==> src/rtl/mtmr_pkg.sv <==
package mtmr_pkg;

    localparam int DATA_W = 32;
    localparam int ADDR_W = 8;
    localparam int N_CH   = 4;
    localparam int CH_W   = 2;
    localparam int IEN_W  = 12;
    localparam int WDOG_CH = 3;

    localparam logic [ADDR_W-1:0] OFS_COUNT  = 8'h10;
    localparam logic [ADDR_W-1:0] OFS_STATUS = 8'h14;
    localparam logic [ADDR_W-1:0] OFS_WDOG   = 8'h18;
    localparam logic [ADDR_W-1:0] OFS_IEN    = 8'h1C;
    localparam logic [ADDR_W-1:0] OFS_SNAP   = 8'h20;

    typedef enum logic [2:0] {
        RS_NONE,
        RS_MATCH,
        RS_COUNT,
        RS_STATUS,
        RS_WDOG,
        RS_IEN,
        RS_SNAP
    } reg_sel_e;

    typedef struct packed {
        reg_sel_e         sel;
        logic [CH_W-1:0]  ch;
    } reg_dec_t;

    typedef struct packed {
        logic              valid;
        logic              write;
        logic [ADDR_W-1:0] addr;
        logic [DATA_W-1:0] data;
    } bus_req_t;

    function automatic reg_dec_t decode_addr(input logic [ADDR_W-1:0] a);
        reg_dec_t d;
        d.ch  = a[CH_W+1:2];
        d.sel = RS_NONE;
        if (a[1:0] == 2'b00) begin
            if (a < OFS_COUNT)        d.sel = RS_MATCH;
            else if (a == OFS_COUNT)  d.sel = RS_COUNT;
            else if (a == OFS_STATUS) d.sel = RS_STATUS;
            else if (a == OFS_WDOG)   d.sel = RS_WDOG;
            else if (a == OFS_IEN)    d.sel = RS_IEN;
            else if (a == OFS_SNAP)   d.sel = RS_SNAP;
        end
        return d;
    endfunction

endpackage

==> src/rtl/mtmr_counter.sv <==
module mtmr_counter #(
    parameter int W = 32
) (
    input  logic         clk,
    input  logic         rst,
    input  logic         tick_en,
    input  logic         load_en,
    input  logic [W-1:0] load_val,
    output logic [W-1:0] cnt_q,
    output logic         moved_q
);

    always_ff @(posedge clk) begin
        if (rst) begin
            cnt_q   <= '0;
            moved_q <= 1'b0;
        end else begin
            moved_q <= load_en | tick_en;
            if (load_en) begin
                cnt_q <= load_val;
            end else if (tick_en) begin
                cnt_q <= cnt_q + W'(1);
            end
        end
    end

endmodule

==> src/rtl/mtmr_compare.sv <==
module mtmr_compare #(
    parameter int W = 32,
    parameter int N = 4
) (
    input  logic                  moved,
    input  logic [W-1:0]          cnt,
    input  logic [N-1:0][W-1:0]   match_vals,
    output logic [N-1:0]          hit
);

    for (genvar g = 0; g < N; g++) begin : g_cmp
        assign hit[g] = moved && (cnt == match_vals[g]);
    end

endmodule

==> src/rtl/mtmr_regbank.sv <==
module mtmr_regbank
    import mtmr_pkg::*;
#(
    parameter int W = DATA_W,
    parameter int N = N_CH
) (
    input  logic                 clk,
    input  logic                 rst,
    input  bus_req_t             req,
    input  logic [W-1:0]         cnt,
    input  logic [N-1:0]         hit,
    output logic [N-1:0][W-1:0]  match_vals,
    output logic                 load_en,
    output logic [W-1:0]         load_val,
    output logic [N-1:0]         status_q,
    output logic [IEN_W-1:0]     ien_q,
    output logic [W-1:0]         rdata_q,
    output logic                 err_q,
    output logic                 wdt_req_q
);

    reg_dec_t      dec;
    logic          wr_acc;
    logic          rd_acc;
    logic          wdog_q;
    logic          wdog_fire;
    logic [N-1:0]  clr_mask;
    logic [N-1:0]  status_d;
    logic [W-1:0]  rd_mux;

    assign dec    = decode_addr(req.addr);
    assign wr_acc = req.valid && req.write;
    assign rd_acc = req.valid && !req.write;

    assign load_en  = wr_acc && (dec.sel == RS_COUNT);
    assign load_val = req.data;

    // compare registers, one per channel
    for (genvar g = 0; g < N; g++) begin : g_match
        always_ff @(posedge clk) begin
            if (rst) begin
                match_vals[g] <= '0;
            end else if (wr_acc && dec.sel == RS_MATCH && dec.ch == CH_W'(g)) begin
                match_vals[g] <= req.data;
            end
        end
    end

    // sticky status: new enabled hits win over a simultaneous clear
    assign clr_mask  = (wr_acc && dec.sel == RS_STATUS) ? req.data[N-1:0] : '0;
    assign status_d  = (status_q & ~clr_mask) | (hit & ien_q[N-1:0]);
    assign wdog_fire = hit[WDOG_CH] && wdog_q;

    always_ff @(posedge clk) begin
        if (rst) begin
            status_q  <= '0;
            ien_q     <= '0;
            wdog_q    <= 1'b0;
            wdt_req_q <= 1'b0;
        end else begin
            status_q  <= status_d;
            wdt_req_q <= wdog_fire;
            if (wr_acc && dec.sel == RS_IEN) begin
                ien_q <= req.data[IEN_W-1:0];
            end
            if (wdog_fire) begin
                wdog_q <= 1'b0;
            end else if (wr_acc && dec.sel == RS_WDOG) begin
                wdog_q <= req.data[0];
            end
        end
    end

    always_comb begin
        rd_mux = '0;
        case (dec.sel)
            RS_MATCH:  rd_mux = match_vals[dec.ch];
            RS_COUNT:  rd_mux = cnt;
            RS_STATUS: rd_mux = W'(status_q);
            RS_WDOG:   rd_mux = W'(wdog_q);
            RS_IEN:    rd_mux = W'(ien_q);
            default:   rd_mux = '0;
        endcase
    end

    always_ff @(posedge clk) begin
        if (rst) begin
            rdata_q <= '0;
            err_q   <= 1'b0;
        end else begin
            rdata_q <= (rd_acc && dec.sel != RS_NONE) ? rd_mux : '0;
            err_q   <= req.valid && (dec.sel == RS_NONE);
        end
    end

endmodule

==> src/rtl/match_timer.sv <==
module match_timer
    import mtmr_pkg::*;
(
    input  logic              clk,
    input  logic              rst,
    input  logic              tick_en,
    input  logic              bus_valid,
    input  logic              bus_write,
    input  logic [7:0]        bus_addr,
    input  logic [31:0]       bus_wdata,
    output logic [31:0]       bus_rdata,
    output logic              bus_err,
    output logic [3:0]        irq,
    output logic              wdt_reset_req
);

    bus_req_t                     req;
    logic [DATA_W-1:0]            cnt_q;
    logic                         moved_q;
    logic                         load_en;
    logic [DATA_W-1:0]            load_val;
    logic [N_CH-1:0][DATA_W-1:0]  match_vals;
    logic [N_CH-1:0]              hit_vec;
    logic [N_CH-1:0]              status_q;
    logic [IEN_W-1:0]             ien_q;

    assign req.valid = bus_valid;
    assign req.write = bus_write;
    assign req.addr  = bus_addr;
    assign req.data  = bus_wdata;

    mtmr_counter #(.W(DATA_W)) u_counter (
        .clk      (clk),
        .rst      (rst),
        .tick_en  (tick_en),
        .load_en  (load_en),
        .load_val (load_val),
        .cnt_q    (cnt_q),
        .moved_q  (moved_q)
    );

    mtmr_compare #(.W(DATA_W), .N(N_CH)) u_compare (
        .moved      (moved_q),
        .cnt        (cnt_q),
        .match_vals (match_vals),
        .hit        (hit_vec)
    );

    mtmr_regbank #(.W(DATA_W), .N(N_CH)) u_regs (
        .clk        (clk),
        .rst        (rst),
        .req        (req),
        .cnt        (cnt_q),
        .hit        (hit_vec),
        .match_vals (match_vals),
        .load_en    (load_en),
        .load_val   (load_val),
        .status_q   (status_q),
        .ien_q      (ien_q),
        .rdata_q    (bus_rdata),
        .err_q      (bus_err),
        .wdt_req_q  (wdt_reset_req)
    );

    assign irq = status_q;

endmodule

==> config.mk <==
export PLATFORM = sky130hd
export DESIGN_NAME = match_timer
export DESIGN_NICKNAME = d
export VERILOG_FILES = /design/src/rtl/mtmr_pkg.sv /design/src/rtl/mtmr_counter.sv /design/src/rtl/mtmr_compare.sv /design/src/rtl/mtmr_regbank.sv /design/src/rtl/match_timer.sv
export SDC_FILE = /design/constraint.sdc
export NUM_CORES = 1
export LEC_CHECK = 0
export BUFFER_PORTS_ARGS = -buffer_cell sky130_fd_sc_hd__buf_2
export CELL_PAD_IN_SITES_DETAIL_PLACEMENT = 1
export CELL_PAD_IN_SITES_GLOBAL_PLACEMENT = 2
export CORE_MARGIN = 4
export CORE_UTILIZATION = 40
export CTS_BUF_LIST = sky130_fd_sc_hd__clkbuf_8
export DETAILED_ROUTE_END_ITERATION = 10
export HOLD_SLACK_MARGIN = 0.08
export PLACE_DENSITY = 0.84
export SYNTH_ARGS = -nofsm -noshare
export SYNTH_HDL_FRONTEND = slang
export SYNTH_SLANG_ARGS = --single-unit
==> constraint.sdc <==
create_clock -name clk -period 2.4 [get_ports clk]
set_input_delay 0.24 -clock clk [delete_from_list [all_inputs] [get_ports clk]]
set_output_delay 0.24 -clock clk [all_outputs]
set_load 0.05 [all_outputs]
==> results.yml <==
status:
  outcome: "complete, no violations"
finish:
  final_area_mm2: 0.0125
  drive_above_1_share: 0.191
  antenna_cells: 0
  nets: 1236
  fillCellCount: 2932
  area_delta_synth_final_pct: 19.2
clocking:
  cts.sink_count: 212
  cts_buffer_depth: 3
  postCtsHoldBufs: 32
  clkTransAtPathRegs_ns: 0.07
  cts_root_buf: "clkbuf_8"
  cts_buffers: 38
  postCtsResizedCells: 0
  tritoncts: "built"
  h-tree-depth: 2
  post-cts-setup-buffers: 0
  worstSkewPairLatency_ns: 0.53
routing:
  drc: 0
  drt-total-wl_mm: 34.6
  avgRoutedWirePerCell_um: 22.3
  vias: 8570
  via_per_inst: 5.51
  postRouteAntennaNets: 0
  drtIter0Drc: 573
  firstDrtPassIters: 5
synthesis:
  synth_top_area_share: 0.404
  synthCells: 1084
  avgSynthCellArea_um2: 9.69
  synthTopCellsByArea: "dfxtp_1, mux2i_1, xor2_1, nor2_1, mux4_2"
  synth_area_mm2: 0.0105
  yosysSeqAreaShare: 0.404
  synth_ff_type: "dfxtp_1"
  synth.distinct_cells: 43
  syn_nets: 1130
  synth-async-reset-ratio: 0
  synth_warnings: 0
  synth_area_leader_cell: "dfxtp_1"
  ys_seq_elements: 212
  synth_edf_count: 0
flow_run:
  maxCapViolations: 0
timing:
  drv_slew: 0
  rsz0062_at_grt: "false"
  skew_ns: 0.0148
  hold_viol_final: 0
  setup_tns_ns: 0
  relSlewSlack: 0.327
  setup_violations: 0
  min_period_over_period: 0.944
  fmax_mhz: 441
  fin_ws_ns: 0.133
  min_period_ns: 2.27
  tightest_slew_ns: 1.01
grt:
  grt_pass1_vias: 8714
  overflow: 0
  track_usage: 0.239
  grt_max_degree: 176
  grt_first_pass_wirelength_mm: 53.8
  antenna_found_initial: 0
floorplan:
  initial_utilization: 0.405
  coreArea_mm2: 0.0259
  row_count: 59
  dieArea_mm2: 0.0289
  ios: 83
  dieWidth_um: 170
  die-height_um: 170
placed_design:
  io_buffer_count: 82
  gp_congestion: 0.899
  post_dp_cell_area_mm2: 0.0114
  dp_slack_ns: 0.144
  dpl.hpwl_mm: 24.0
critical_path:
  crit_arrival_ns: 2.73
  endpoint_kind: "flop"
  worstSetupPathType: "flop to flop"
  startpoint_type: "flop"
  worst-endpoint-required_ns: 2.86
  path_max_fanout: 5
worst_hold_path:
  hold_class: "input pin to flop"
power:
  p_leak_uw: 0.00486
  ir_worst_vdd_uv: 401
  p_per_area_mw_per_mm2: 582
  power_uw: 7290
per-layer routing:
| metal | up-vias | GRT usage | wire length [um] |
|---|---|---|---|
| met5 | - | 0 | 0 |
| met4 | 0 | 0.0677 | 933 |
| met3 | 65 | 0.0367 | 1970 |
| met2 | 245 | 0.389 | 16300 |
| met1 | 4278 | 0.332 | 15500 |
| li1 | 3982 | - | - |
report_power, final:
part	switching (uW)	internal [uW]
Combinational	228	141
Sequential	7.51	3530
Clock	1500	1890
Total	1730	5560
cells in the mapped netlist (24+ instances only):
master and count:
a22oi_1 28, xnor2_1 66, nor4_1 24, dfxtp_1 212, a211oi_1 32, nand2_1 30, mux2i_1 142, nor2_1 207
clkbuf_1 73, mux4_2 32, nand4_1 36, xor2_1 93
cell families after synthesis:
| group | Yosys count | synth area share |
|---|---|---|
| and+or+nand+nor | 342 | 0.150 |
| DFF | 212 | 0.404 |
| muxes | 177 | 0.207 |
| buffers and inverters | 107 | 0.0459 |
| AOI/OAI and AO/OA | 86 | 0.0596 |
| adders and majority gates | 1 | 0.00119 |
| xor gates and xnor gates | 159 | 0.133 |
cell type report:
type,count,area (um^2),area share
well taps,335,419,0.0335
flip-flops and latches,212,4240,0.339
inverters,9,33.8,0.00270
clock buffers,51,702,0.0561
multi-input cells,765,5800,0.464
repair buffers,164,1250,0.0995
clock inverters,18,72.6,0.00580
registers in the layout, indices dropped and copies added, names as in the netlist:
| signal | flops |
|---|---|
| u_regs.wdog_q | 1 |
| u_regs.wdt_req_q | 1 |
| u_regs.match_vals | 128 |
| u_regs.err_q | 1 |
| u_regs.rdata_q | 32 |
| u_regs.status_q | 4 |
| u_counter.moved_q | 1 |
| u_counter.cnt_q | 32 |
| u_regs.ien_q | 12 |
final timing paths:
check,startpoint,end,slack (ns),depth (start not counted)
worst max-delay path,u_counter.cnt_q[25],u_regs.status_q[2],0.13,6
worst min-delay path,bus_wdata[1],u_counter.cnt_q[1],0.11,3
worst max register to register,u_counter.cnt_q[25],u_regs.status_q[2],0.13,6
worst min register to register,u_regs.ien_q[3],u_regs.status_q[3],0.50,2
critical path, stage by stage (launching register included):
cell     delay (ns)
dfxtp_1        0.43
buf_4          0.18
xor2_1         0.13
nor4_1         0.50
nand4_1        0.24
nor4_1         0.53
a32o_1         0.20
cells in the final DEF, fill, tap and decap left out, drive strengths merged, types with 28 or more instances in the layout:
cell	n
nand4	36
clkbuf	51
nand2	30
mux2i	142
a22oi	28
xnor2	66
xor2	93
dfxtp	212
mux4	32
a211oi	32
dlygate4sd3	32
buf	132
nor2	207
per-stage QoR:
stage,utilization,hold slack [ns],std cells
floorplan,-,0.371,1084
global placement,0.441,0.476,1453
detailed placement,0.441,0.483,1453
CTS,0.483,0.0808,1554
global route,0.483,0.0978,1554
finish,0.483,0.109,1554
Power figures use the tool's default switching activity.
